File: src/rtl/mtmr_pkg.sv
package mtmr_pkg;

   typedef enum logic [2:0] {
      MD_ONESHOT = 3'd0,
      MD_CONT    = 3'd1,
      MD_EVCOUNT = 3'd2,
      MD_PWM     = 3'd3,
      MD_CAPTURE = 3'd4,
      MD_COMPARE = 3'd5,
      MD_GATED   = 3'd6,
      MD_CAPCMP  = 3'd7
   } tmr_mode_e;

   localparam int OFS_CNT  = 'h00;
   localparam int OFS_CMP  = 'h04;
   localparam int OFS_PC   = 'h08;
   localparam int OFS_INT  = 'h0C;
   localparam int OFS_CTRL = 'h10;

   localparam int CB_SEL_LO = 3;
   localparam int CB_POL    = 6;
   localparam int CB_EN     = 7;
   localparam int CB_SEL_HI = 8;
   localparam int CTRL_W    = 9;

endpackage

File: src/rtl/mtmr_prescaler.sv
module mtmr_prescaler #(
   parameter int SEL_W   = 4,
   parameter int SEL_MAX = 13
) (
   input  logic             clk,
   input  logic             rst_n,
   input  logic             run,
   input  logic [SEL_W-1:0] sel,
   output logic             tick
);
   localparam int DIV_W = (SEL_MAX < 1) ? 1 : SEL_MAX;

   if (SEL_MAX >= (1 << SEL_W)) begin : g_bad_sel
      $error("mtmr_prescaler: SEL_MAX does not fit in SEL_W bits");
   end

   logic [DIV_W-1:0] pcnt_q;
   logic [SEL_W-1:0] sel_eff;
   logic [DIV_W-1:0] mask;

   always_comb begin
      sel_eff = (sel > SEL_W'(SEL_MAX)) ? SEL_W'(SEL_MAX) : sel;
      mask    = (DIV_W'(1) << sel_eff) - DIV_W'(1);
   end

   assign tick = run && ((pcnt_q & mask) == mask);

   always_ff @(posedge clk or negedge rst_n) begin
      if (!rst_n)   pcnt_q <= '0;
      else if (!run) pcnt_q <= '0;
      else          pcnt_q <= pcnt_q + DIV_W'(1);
   end

   // above divide-by-1 two ticks are never adjacent unless the select moved
   a_r3_tick_gap: assert property (@(posedge clk) disable iff (!rst_n)
      (tick && sel_eff != '0) |=> (!tick || sel_eff != $past(sel_eff)));

endmodule

File: src/rtl/mtmr_insync.sv
module mtmr_insync #(
   parameter int STAGES = 2
) (
   input  logic clk,
   input  logic rst_n,
   input  logic din,
   input  logic pol,
   output logic level,
   output logic act_edge
);
   if (STAGES < 2) begin : g_bad_stages
      $error("mtmr_insync: at least two synchroniser stages are needed");
   end

   logic [STAGES-1:0] chain_q;
   logic              prev_q;

   for (genvar i = 0; i < STAGES; i++) begin : g_stage
      if (i == 0) begin : g_first
         always_ff @(posedge clk or negedge rst_n) begin
            if (!rst_n) chain_q[0] <= 1'b0;
            else        chain_q[0] <= din;
         end
      end else begin : g_next
         always_ff @(posedge clk or negedge rst_n) begin
            if (!rst_n) chain_q[i] <= 1'b0;
            else        chain_q[i] <= chain_q[i-1];
         end
      end
   end

   always_ff @(posedge clk or negedge rst_n) begin
      if (!rst_n) prev_q <= 1'b0;
      else        prev_q <= chain_q[STAGES-1];
   end

   assign level    = chain_q[STAGES-1] ^ pol;
   assign act_edge = level && !(prev_q ^ pol);

   // an edge pulse is a single cycle wide while the polarity is steady
   a_r8_edge_single: assert property (@(posedge clk) disable iff (!rst_n)
      act_edge |=> (!act_edge || pol != $past(pol)));

endmodule

File: src/rtl/mtmr_timer.sv
module mtmr_timer
   import mtmr_pkg::*;
#(
   parameter int CNT_W       = 32,
   parameter int ADDR_W      = 5,
   parameter int SEL_MAX     = 13,
   parameter int SYNC_STAGES = 2
) (
   input  logic              clk,
   input  logic              rst_n,
   input  logic              reg_wr,
   input  logic [ADDR_W-1:0] reg_addr,
   input  logic [CNT_W-1:0]  reg_wdata,
   output logic [CNT_W-1:0]  reg_rdata,
   input  logic              tmr_in,
   output logic              tmr_out,
   output logic              irq
);
   localparam int SEL_W = $clog2(SEL_MAX + 1);

   if (CNT_W < 16) begin : g_bad_width
      $error("mtmr_timer: CNT_W must be at least 16");
   end
   if (SEL_W != 4) begin : g_bad_selw
      $error("mtmr_timer: the divider select must be four bits wide");
   end
   if (ADDR_W < 5) begin : g_bad_addr
      $error("mtmr_timer: ADDR_W must cover offset 0x10");
   end

   logic [CNT_W-1:0] cnt_q, cmp_q, pc_q;
   logic             flag_q, pol_q, en_q, out_q, phase_q;
   tmr_mode_e        mode_q;
   logic [SEL_W-1:0] sel_q;

   logic wr_cnt, wr_cmp, wr_pc, wr_int, wr_ctrl;
   logic tick, in_level, in_edge;
   logic adv, hit, cap_ev, cmp_ev, set_ev, toggles;

   assign wr_cnt  = reg_wr && (reg_addr == ADDR_W'(OFS_CNT));
   assign wr_cmp  = reg_wr && (reg_addr == ADDR_W'(OFS_CMP));
   assign wr_pc   = reg_wr && (reg_addr == ADDR_W'(OFS_PC));
   assign wr_int  = reg_wr && (reg_addr == ADDR_W'(OFS_INT));
   assign wr_ctrl = reg_wr && (reg_addr == ADDR_W'(OFS_CTRL));

   mtmr_prescaler #(.SEL_W(SEL_W), .SEL_MAX(SEL_MAX)) u_pre (
      .clk  (clk),
      .rst_n(rst_n),
      .run  (en_q),
      .sel  (sel_q),
      .tick (tick)
   );

   mtmr_insync #(.STAGES(SYNC_STAGES)) u_sync (
      .clk     (clk),
      .rst_n   (rst_n),
      .din     (tmr_in),
      .pol     (pol_q),
      .level   (in_level),
      .act_edge(in_edge)
   );

   always_comb begin
      unique case (mode_q)
         MD_EVCOUNT: adv = en_q && in_edge;
         MD_GATED:   adv = en_q && tick && in_level;
         default:    adv = en_q && tick;
      endcase
      hit     = adv && (cnt_q == cmp_q);
      cap_ev  = en_q && in_edge && (mode_q == MD_CAPTURE || mode_q == MD_CAPCMP);
      cmp_ev  = hit && (mode_q == MD_COMPARE);
      set_ev  = cap_ev || (hit && mode_q != MD_CAPTURE);
      toggles = (mode_q == MD_CONT) || (mode_q == MD_EVCOUNT) ||
                (mode_q == MD_GATED) || (mode_q == MD_COMPARE);
   end

   always_ff @(posedge clk or negedge rst_n) begin
      if (!rst_n)      cnt_q <= '0;
      else if (wr_cnt) cnt_q <= reg_wdata;
      else if (hit)    cnt_q <= CNT_W'(1);
      else if (adv)    cnt_q <= cnt_q + CNT_W'(1);
   end

   always_ff @(posedge clk or negedge rst_n) begin
      if (!rst_n)      cmp_q <= '0;
      else if (wr_cmp) cmp_q <= reg_wdata;
   end

   always_ff @(posedge clk or negedge rst_n) begin
      if (!rst_n)                 pc_q <= '0;
      else if (wr_pc)             pc_q <= reg_wdata;
      else if (cap_ev || cmp_ev)  pc_q <= cnt_q;
   end

   always_ff @(posedge clk or negedge rst_n) begin
      if (!rst_n)                        flag_q <= 1'b0;
      else if (set_ev)                   flag_q <= 1'b1;
      else if (wr_int && reg_wdata[0])   flag_q <= 1'b0;
   end

   always_ff @(posedge clk or negedge rst_n) begin
      if (!rst_n) begin
         mode_q <= MD_ONESHOT;
         sel_q  <= '0;
         pol_q  <= 1'b0;
         en_q   <= 1'b0;
      end else if (wr_ctrl) begin
         mode_q <= tmr_mode_e'(reg_wdata[2:0]);
         sel_q  <= {reg_wdata[CB_SEL_HI], reg_wdata[CB_SEL_LO +: 3]};
         pol_q  <= reg_wdata[CB_POL];
         en_q   <= reg_wdata[CB_EN];
      end else if (hit && mode_q == MD_ONESHOT) begin
         en_q   <= 1'b0;
      end
   end

   always_ff @(posedge clk or negedge rst_n) begin
      if (!rst_n)              out_q <= 1'b0;
      else if (!en_q)          out_q <= 1'b0;
      else if (hit && toggles) out_q <= ~out_q;
   end

   always_ff @(posedge clk or negedge rst_n) begin
      if (!rst_n)                                   phase_q <= 1'b0;
      else if (!en_q || mode_q != MD_PWM)           phase_q <= 1'b0;
      else if (hit)                                 phase_q <= 1'b0;
      else if (adv && cnt_q == pc_q)                phase_q <= 1'b1;
   end

   assign tmr_out = pol_q ^ ((mode_q == MD_PWM) ? phase_q : out_q);
   assign irq     = flag_q;

   always_comb begin
      reg_rdata = '0;
      case (reg_addr)
         ADDR_W'(OFS_CNT):  reg_rdata = cnt_q;
         ADDR_W'(OFS_CMP):  reg_rdata = cmp_q;
         ADDR_W'(OFS_PC):   reg_rdata = pc_q;
         ADDR_W'(OFS_INT):  reg_rdata = CNT_W'(flag_q);
         ADDR_W'(OFS_CTRL): reg_rdata = CNT_W'({sel_q[3], en_q, pol_q, sel_q[2:0], mode_q});
         default:           reg_rdata = '0;
      endcase
   end

   // a non-wrapping advance adds exactly one
   a_r6_step: assert property (@(posedge clk) disable iff (!rst_n)
      (adv && !hit && !wr_cnt) |=> cnt_q == $past(cnt_q) + CNT_W'(1));

   // a wrap lands on one
   a_r6_wrap: assert property (@(posedge clk) disable iff (!rst_n)
      (hit && !wr_cnt) |=> cnt_q == CNT_W'(1));

   // a one-shot wrap stops the timer
   a_r4_oneshot_halts: assert property (@(posedge clk) disable iff (!rst_n)
      (hit && mode_q == MD_ONESHOT && !wr_ctrl) |=> !en_q);

   // write-one clear empties the flag when no event competes
   a_r5_w1c: assert property (@(posedge clk) disable iff (!rst_n)
      (wr_int && reg_wdata[0] && !set_ev) |=> !irq);

   // a capture stores the count of the edge cycle and raises the flag
   a_r8_capture: assert property (@(posedge clk) disable iff (!rst_n)
      (cap_ev && !wr_pc) |=> (pc_q == $past(cnt_q) && irq));

endmodule

File: config.mk
export PLATFORM = sky130hd
export DESIGN_NAME = mtmr_timer
export DESIGN_NICKNAME = d
export VERILOG_FILES = /design/src/rtl/mtmr_pkg.sv /design/src/rtl/mtmr_prescaler.sv /design/src/rtl/mtmr_insync.sv /design/src/rtl/mtmr_timer.sv
export SDC_FILE = /design/constraint.sdc
export NUM_CORES = 1
export LEC_CHECK = 0
export ABC_AREA = 1
export BUFFER_PORTS_ARGS = -buffer_cell sky130_fd_sc_hd__buf_4
export CORE_MARGIN = 8
export CORE_UTILIZATION = 60
export DETAILED_ROUTE_END_ITERATION = 8
export HOLD_SLACK_MARGIN = 0.08
export PLACE_DENSITY = 0.89
export SLEW_MARGIN = 30
export SYNTH_ARGS = -nofsm -noshare
export SYNTH_HDL_FRONTEND = slang
export SYNTH_SLANG_ARGS = --single-unit
File: constraint.sdc
create_clock -name clk -period 5.85 [get_ports clk]
set_clock_uncertainty 0.1 [all_clocks]
set_input_delay 0.8775 -clock clk [delete_from_list [all_inputs] [get_ports clk]]
set_output_delay 0.8775 -clock clk [all_outputs]
set_load 0.02 [all_outputs]
==> flow_summary.yaml, run 1 <==
outcome:
  status: "complete, no violations"
worst_setup_path:
  r2r_setup_slack_ps: 2100
  arrival_ps: 2810
  r2r-start: "sel_q[2]"
  cp_common_cell: "buf_4"
  rr_endpoint: "pc_q[9]"
  critPathMaxFanout: 24
  max_stage_delay_ps: 720
  path_class: "in2out"
  crit_slowest_cell: "inv_1"
  startpoint_type: "input pin"
  cp_data_required_time_ps: 4870
  path_cells: "buf_4 > nor2_2 > nand3_1 > buf_4 > inv_1 > nand2_1 > o21ai_0 > a21oi_1 > o21ai_0 > buf_4"
  rr_worst_depth: 16
  cp-end-kind: "output port"
  critPathLaunch: "reg_addr[1]"
synth:
  synth_top_area_cell: "dfrtp_1"
  synth_cells: 1194
  yosys_warnings: 0
  synth_cell_types: 40
  synth.yosys.seq_area_share_pct: 36.2
  synth_area_sq_um: 8570
  netlist_top_cells_area: "dfrtp_1, nand2_1, nand3_1"
  syn_nets: 1242
  avgSynthCellArea_sq_um: 7.17
  yosysTopAreaCellShare_pct: 36.2
  ys_ff_latch: 124
route:
  ant_nets: 0
  first_pass_iters: 8
  viasPerCell: 5.97
  wirelength_mm: 25.9
  num_vias: 8466
  wl_per_cell_um: 18.2
  initialDrtViolationCount: 1107
  drc: 0
power_and_ir_drop:
  leakage_nw: 4.59
  irDropWorstVdd_mv: 0.267
  power_density_nw_per_um2: 410
global_routing:
  overflow: 0
  track_usage_pct: 28.7
  grt_max_degree: 75
  grt_pass1_wl_mm: 41.8
  grt_pass1_vias: 8173
  antenna_found_initial: 0
clocking:
  ctsLongestPathBuffers: 2
  cts_tree: "built"
  cts-root-buf: "clkbuf_16"
  cts_hold_buf: 0
  ctsResizeCount: 0
  clk_pin_slew_ps: 60
  cts_max_level: 4
  cts_setup_buffers: 0
  cts_made_buffers: 17
  insertion_delay_ps: 430
  cts_num_sinks: 124
placement:
  dp.cells: 1387
  place_hpwl_mm: 16.7
  port_buffers: 74
  routabilityCongestion: 0.943
worst_hold_path:
  holdCritPathClass: "reg2reg"
  hold_path_startpoint: "u_sync.chain_q[0]"
  hold_depth: 0
  hold_end: "u_sync.chain_q[1]"
sta:
  finalHoldViolations: 0
  period_needed_ps: 3780
  tightest_slew_ps: 967
  post-route-period-util_pct: 64.7
  slew_headroom_pct: 35.5
  max_freq_ghz: 0.264
  grt_setup_unrepaired: "no"
  slew_violations: 0
  finalSetupTns_ps: 0
  setup_viol: 0
  hold_ws_ps: 278
finish:
  fillerInstances: 1101
  n_antenna_cell: 0
  drive_gt1_share_pct: 13.1
  nNetsFinal: 1274
  synthToLayoutAreaGrowth_pct: 12.7
  instances_no_fill: 1419
job:
  drv_cap: 0
floorplanning:
  dieArea_sq_um: 18400
  io_pins: 75
  die_h_um: 135
  rows: 43
  die_w_um: 135
  core_sq_um: 13900
  start_util_pct: 61.5
synthesized netlist by cell type:
master     number
o21a_1          1
clkinv_1       20
or2_2           2
nor2_2          6
nand2_2         3
a31oi_1         3
nor2_8          1
nand2_4         2
o2111ai_1       5
inv_2           7
o211ai_1       11
o21ai_1         2
nor3b_1         1
inv_1         112
buf_6           8
nor3_2          1
xor2_1         37
nor4_1          7
nor2_1         61
nand2_1       354
mux2_2         19
o221ai_1       12
nand3_1       113
a21oi_1        27
buf_2          26
buf_4           2
nand4_4         1
a221oi_1        1
nand3_2         2
nand4_1        29
ha_1            7
xnor2_1        41
nor2_4          5
a221oi_2        1
dfrtp_1       124
o21ai_0        62
clkbuf_1       33
nand3b_1       23
o22ai_1         2
nor3_1         20
worst max path at each step:
stage,to,slack [ps],cells past startpoint
after floorplan,reg_rdata[0],2770,6
after global placement,reg_rdata[6],2200,10
after detailed placement,reg_rdata[6],2170,10
after CTS,reg_rdata[6],2140,10
after global routing,pc_q[9],1810,16
final,reg_rdata[6],2070,10
cell families after synthesis:
kind of cell	share of synthesized area, %
DFF	36.2
muxes	2.50
adders and majority gates	1.02
buffers and inverters	10.3
xor gates and xnor gates	7.98
and+or+nand+nor	33.2
AOI/OAI and AO/OA	8.75
sequential cells by signal, summed over array words and instances (netlist names):
name / cells
pol_q: 1
u_pre.pcnt_q: 13
phase_q: 1
pc_q: 32
cnt_q: 32
out_q: 1
sel_q: 4
irq: 1
u_sync.chain_q: 2
mode_q: 3
en_q: 1
cmp_q: 32
u_sync.prev_q: 1
cell type report:
| cell class | instances | area (sq um) | area share, % |
|---|---|---|---|
| clock buffer | 26 | 509 | 5.28 |
| clock inverter | 6 | 82.6 | 0.855 |
| inverter | 139 | 522 | 5.41 |
| multi-input combinational | 862 | 4590 | 47.6 |
| sequential | 124 | 3100 | 32.1 |
| tap | 180 | 225 | 2.33 |
| timing repair buffer | 82 | 619 | 6.42 |
metrics by stage:
step / utilization, % / cell area (sq um) / worst slack [ps] / power [W]
global route: 69.3 / 9650 / 1810 / 0.00419
detailed placement: 65.0 / 9060 / 2170 / 0.00283
CTS: 69.2 / 9650 / 2140 / 0.00392
floorplan: - / 8570 / 2770 / 0.00251
global placement: 65.0 / 9060 / 2200 / 0.00278
finish: 69.3 / 9650 / 2070 / 0.00396
metal layers:
metal | vias to the layer above | part of all wire (%) | GRT usage, %
met3 | 71 | 10 | 7.46
li1 | 3927 | - | -
met5 | - | 0 | 0
met2 | 511 | 46 | 44.6
met1 | 3957 | 40 | 37.1
met4 | 0 | 3.1 | 12.3
critical path, delay by kind of cell:
kind,cells,cell delay [ps]
buf+inv,4,1250
simple gates,3,340
compound gates,3,310
report_power, final:
group | switching [W] | leakage [nW] | internal (W) | total, W
logic | 0.000751 | 2.74 | 0.000581 | 0.00133
registers | 0.000427 | 1.56 | 0.00113 | 0.00156
clock network | 0.000390 | 0.290 | 0.000682 | 0.00107
cells in the final DEF, fill, tap and decap left out, types with 12 or more instances in the layout:
cell type	count
nor3_1	20
nand3b_1	23
a21oi_1	27
nand2_1	354
mux2_2	19
o221ai_1	12
nand3_1	113
xor2_1	37
clkbuf_16	17
inv_1	112
nor2_1	59
clkinv_1	20
o21ai_0	62
xnor2_1	41
buf_4	81
dfrtp_1	124
nand4_1	29
No activity file was read; power rests on OpenSTA's default activity.
==> run 2: changes to the inputs <==
- clock period: 5.85 -> 3.66 ns (I/O delays scaled with it)
==> flow_summary.yaml, run 2 (synthesized netlist as in run 1, its figures left out) <==
worst_setup_path:
  crit_slowest_cell: "dfrtp_1"
  arrival_ps: 3380
  cp_data_required_time_ps: 3920
  critical_path_depth: 16
  r2r-start: "sel_q[2]"
  startpoint_type: "flip-flop"
  path_class: "reg2reg"
  r2r_setup_slack_ps: 540
  path_delay_family: "simple AND/OR/NAND/NOR gates"
  cp_common_cell: "nand2_1"
  rr_worst_depth: 16
  critPathMaxFanout: 34
  critPathLaunch: "sel_q[2]"
  cp-end-kind: "flip-flop"
  crit_end: "cnt_q[29]"
  path_cells: "inv_1 > nand2_1 > inv_2 > nand3_1 > ha_1 > or2_2 > nand2_1 > nor3_1 > nand3_1 > nor2_1 > nand3_2 > nand2_4 > nand2_4 > nor2_8 > nand3b_1 > nand2_1"
  crit_buf_inv: 2
  max_stage_delay_ps: 500
  rr_endpoint: "cnt_q[29]"
floorplanning:
  core_sq_um: 13900
  start_util_pct: 61.5
  rows: 43
  die_w_um: 135
  die_h_um: 135
  dieArea_sq_um: 18400
  io_pins: 75
sta:
  setup_ws_ps: 539
  slew_headroom_pct: 44.8
  setup_viol: 0
  hold_ws_ps: 128
  post-route-period-util_pct: 85.3
  period_needed_ps: 3120
  max_freq_ghz: 0.320
  finalHoldViolations: 0
  tightest_slew_ps: 828
  finalSetupTns_ps: 0
  slew_violations: 0
  grt_setup_unrepaired: "no"
global_routing:
  grt_pass1_vias: 8040
  grt_pass1_wl_mm: 40.8
  overflow: 0
  antenna_found_initial: 0
  track_usage_pct: 27.7
  grt_max_degree: 91
route:
  viasPerCell: 5.97
  wl_per_cell_um: 17.5
  initialDrtViolationCount: 1065
  first_pass_iters: 6
  ant_nets: 0
  drc: 0
  wirelength_mm: 24.9
  num_vias: 8498
placement:
  port_buffers: 74
  dp_slack_ps: 634
  place_hpwl_mm: 16.8
  routabilityCongestion: 0.931
clocking:
  cts_max_level: 4
  cts-root-buf: "clkbuf_16"
  insertion_delay_ps: 430
  clk_pin_slew_ps: 60
  cts_made_buffers: 17
  cts_tree: "built"
  cts_num_sinks: 124
  ctsLongestPathBuffers: 2
power_and_ir_drop:
  leakage_nw: 4.61
  power_density_nw_per_um2: 644
  irDropWorstVdd_mv: 0.451
finish:
  seq_area_sq_um: 3100
  drive_gt1_share_pct: 13.4
  multi_input_area_sq_um: 4590
  nNetsFinal: 1281
  layout_commonest_cell: "nand2_1"
  synthToLayoutAreaGrowth_pct: 12.9
  fillerInstances: 1101
  top_regs: "cmp_q x32, cnt_q x32, pc_q x32"
  final_cell_mix: "nand2_1, dfrtp_1, nand3_1, inv_1, buf_4"
  n_antenna_cell: 0
outcome:
  status: "complete, no violations"
worst_hold_path:
  holdCritPathClass: "in2reg"
job:
  drv_cap: 0
==> run 2: worst min path at each step <==
| stage | start | slack [ps] | cells after the start | endpoint |
|---|---|---|---|---|
| finish | tmr_in | 130 | 1 | u_sync.chain_q[0] |
| global route | tmr_in | 120 | 1 | u_sync.chain_q[0] |
| CTS | tmr_in | 120 | 1 | u_sync.chain_q[0] |
| floorplan | rst_n | 150 | 0 | cmp_q[0] |
| global placement | u_sync.chain_q[0] | 270 | 0 | u_sync.chain_q[1] |
| detailed placement | u_sync.chain_q[0] | 260 | 0 | u_sync.chain_q[1] |
==> run 2: cell type report <==
class / count / area share, %
multi-input cells: 862 / 47.5
flip-flops and latches: 124 / 32.1
repair buffers: 89 / 7.06
inverters: 139 / 5.39
clock buffers: 21 / 4.66
well taps: 180 / 2.33
clock inverters: 9 / 1.01
==> run 2: metrics by stage <==
step	instance area (sq um)	utilization [%]	instances	total power (W)
detailed placement	9110	65.4	1393	0.00452
finish	9670	69.4	1424	0.00623
global route	9670	69.4	1424	0.00662
global placement	9110	65.4	1393	0.00444
floorplan	8570	-	1194	0.00401
CTS	9670	69.4	1424	0.00617
==> run 2: where the power goes <==
group | leakage (nW) | switching [W] | total [W] | internal, W
clock network | 0.272 | 0.000613 | 0.00161 | 0.00100
logic | 2.78 | 0.00121 | 0.00214 | 0.000934
registers | 1.56 | 0.000667 | 0.00247 | 0.00181
total | 4.61 | 0.00249 | 0.00623 | 0.00374
==> run 2: repair_timing <==
| action | 4_1_cts | 5_1_grt |
|---|---|---|
| hold buffers | 1 | 0 |
| buffers inserted | 0 | 0 |
| resized for setup | 0 | 0 |
| endpoints found under the hold margin | 34 | 0 |
==> run 2: routing by layer <==
| metal | share of wire (%) | up-vias | track usage (%) |
|---|---|---|---|
| li1 | - | 3939 | - |
| met1 | 41 | 3950 | 36.6 |
| met2 | 45 | 547 | 42.7 |
| met3 | 11 | 62 | 6.79 |
| met4 | 3.0 | 0 | 11.5 |
| met5 | 0 | - | 0 |
==> run 3: changes to the inputs <==
- ABC_AREA: 1 -> unset
- CTS_BUF_LIST: unset -> sky130_fd_sc_hd__clkbuf_8 sky130_fd_sc_hd__clkbuf_16
- RECOVER_POWER: unset -> 50
==> flow_summary.yaml, run 3 <==
outcome:
  status: "finished with violations"
  violations: "capacitance limit, slew limit"
clocking:
  cts_tree: "built"
  ctsLongestPathBuffers: 2
  clk_pin_slew_ps: 60
  cts-root-buf: "clkbuf_16"
  insertion_delay_ps: 420
  cts_made_buffers: 17
  ctsResizeCount: 0
  cts_hold_buf: 0
  cts_num_sinks: 124
  cts_setup_buffers: 0
  cts_max_level: 4
synth:
  syn_nets: 935
  yosys_warnings: 0
  yosysTopAreaCellShare_pct: 37.8
  avgSynthCellArea_sq_um: 9.25
  synth_cells: 887
  synth_cell_types: 65
  synthTopCellsByCount: "dfrtp_1, nor2_1, nand2_1"
  ys.flop_type: "dfrtp_1"
  netlist_top_cells_area: "dfrtp_1, mux2i_1, mux2_2"
  synth_top_area_cell: "dfrtp_1"
  synth_area_sq_um: 8200
  synth-edff-count: 0
  yosysMostFrequentCell: "dfrtp_1"
  synth.yosys.seq_area_share_pct: 37.8
  async_flop_share_pct: 100
  ys_ff_latch: 124
route:
  wirelength_mm: 24.0
  num_vias: 7391
  wl_per_cell_um: 21.6
  viasPerCell: 6.66
  ant_nets: 0
  drc: 0
  initialDrtViolationCount: 1065
  first_pass_iters: 6
global_routing:
  grt_pass1_vias: 7283
  grt_pass1_wl_mm: 38.9
  antenna_found_initial: 0
  grt_max_degree: 74
  track_usage_pct: 27.4
  overflow: 0
sta:
  grt_setup_unrepaired: "no"
  hold_ws_ps: 150
  post-route-period-util_pct: 95.1
  slew_violations: 53
  period_needed_ps: 3480
  slew_headroom_pct: -92.4
  finalSetupTns_ps: 0
  finalHoldViolations: 0
  max_freq_ghz: 0.287
  setup_viol: 0
  tightest_slew_ps: 2890
floorplanning:
  io_pins: 75
  core_sq_um: 13300
  start_util_pct: 61.7
  rows: 42
  dieArea_sq_um: 17700
  die_h_um: 133
  die_w_um: 133
power_and_ir_drop:
  leakage_nw: 4.25
  power_density_nw_per_um2: 581
  irDropWorstVdd_mv: 0.351
finish:
  nNetsFinal: 970
  instances_no_fill: 1110
  layout_commonest_cell: "dfrtp_1"
  top_regs: "cmp_q x32, cnt_q x32, pc_q x32"
  synthToLayoutAreaGrowth_pct: 15.2
  n_antenna_cell: 0
  final_cell_mix: "dfrtp_1, buf_4, nor2_1, nand2_1, mux2i_1"
  drive_gt1_share_pct: 23.3
worst_setup_path:
  cp-end-kind: "flip-flop"
  arrival_ps: 3660
  max_stage_delay_ps: 560
  path_class: "reg2reg"
  crit_buf_inv: 1
  path_cells: "nor3_1 > nand2b_1 > ha_1 > or3b_2 > a211oi_1 > nor4_1 > nand4_1 > o41a_2 > buf_4 > nand2_1 > o21ai_2"
  critPathMaxFanout: 40
  crit_slowest_cell: "o41a_2"
  cp_data_required_time_ps: 3840
  startpoint_type: "flip-flop"
  path_delay_family: "simple AND/OR/NAND/NOR gates"
worst_hold_path:
  holdCritPathClass: "in2reg"
placement:
  dp.cells: 1079
  place_hpwl_mm: 16.1
  routabilityCongestion: 0.958
  port_buffers: 74
job:
  drv_cap: 1
==> run 3: changes by cell type after synthesis, moves of 17 or more <==
cell	previous run	this run
nor2_1	61	98
nand2_1	354	71
mux2i_1	0	69
o21ai_0	62	18
nand3b_1	23	2
a221o_1	0	17
o21ai_2	0	28
mux2_2	19	40
inv_1	112	15
nand3_1	113	31
clkinv_1	20	0
==> run 3: final cells by class <==
type,count,area [sq um]
clock buffer,18,439
clock inverter,13,199
fill,899,3850
inverter,15,56.3
multi-input combinational,660,4620
sequential,124,3100
tap,176,220
timing repair buffer,104,815
==> run 3: metal layers <==
metal | vias to the layer above | GRT usage, % | routed length [um]
met5 | - | 0 | 0
met4 | 0 | 12.1 | 957
met3 | 107 | 7.15 | 2430
met2 | 488 | 44.1 | 11400
met1 | 3561 | 33.8 | 9230
li1 | 3235 | - | -
==> run 3: path summary, 6_finish.rpt <==
path | from | to | slack, ps | cells past startpoint
hold reg to reg | u_sync.chain_q[0] | u_sync.chain_q[1] | 260 | 0
setup / recovery | sel_q[1] | pc_q[22] | 180 | 11
hold / removal | tmr_in | u_sync.chain_q[0] | 150 | 1
max in group asynchronous | rst_n | cmp_q[17] | 720 | 2
min in group asynchronous | rst_n | cnt_q[27] | 960 | 1
setup reg to reg | sel_q[1] | pc_q[22] | 180 | 11
==> run 3: metrics by stage <==
| stage | power [W] | setup slack, ps | util (%) | area (sq um) |
|---|---|---|---|---|
| after detailed placement | 0.00357 | 358 | 66.4 | 8820 |
| after global placement | 0.00349 | 456 | 66.4 | 8820 |
| after global routing | 0.00570 | 78.1 | 71.1 | 9450 |
| after floorplan | 0.00311 | 465 | - | 8200 |
| after CTS | 0.00544 | 213 | 71.2 | 9460 |
| final | 0.00549 | 178 | 71.1 | 9450 |
==> run 3: cell families after synthesis <==
kind of cell | synth area share [%]
muxes | 14.2
DFF | 37.8
adders and majority gates | 1.07
buffers and inverters | 6.09
AOI/OAI and AO/OA | 15.1
xor gates and xnor gates | 8.22
and+or+nand+nor | 17.5
==> run 3: power breakdown <==
part           internal (W)  switching, W  leakage (nW)  total, W
clock               0.00122      0.000629         0.317   0.00184
combinational      0.000688      0.000850          2.37   0.00154
sequential          0.00167      0.000436          1.57   0.00211
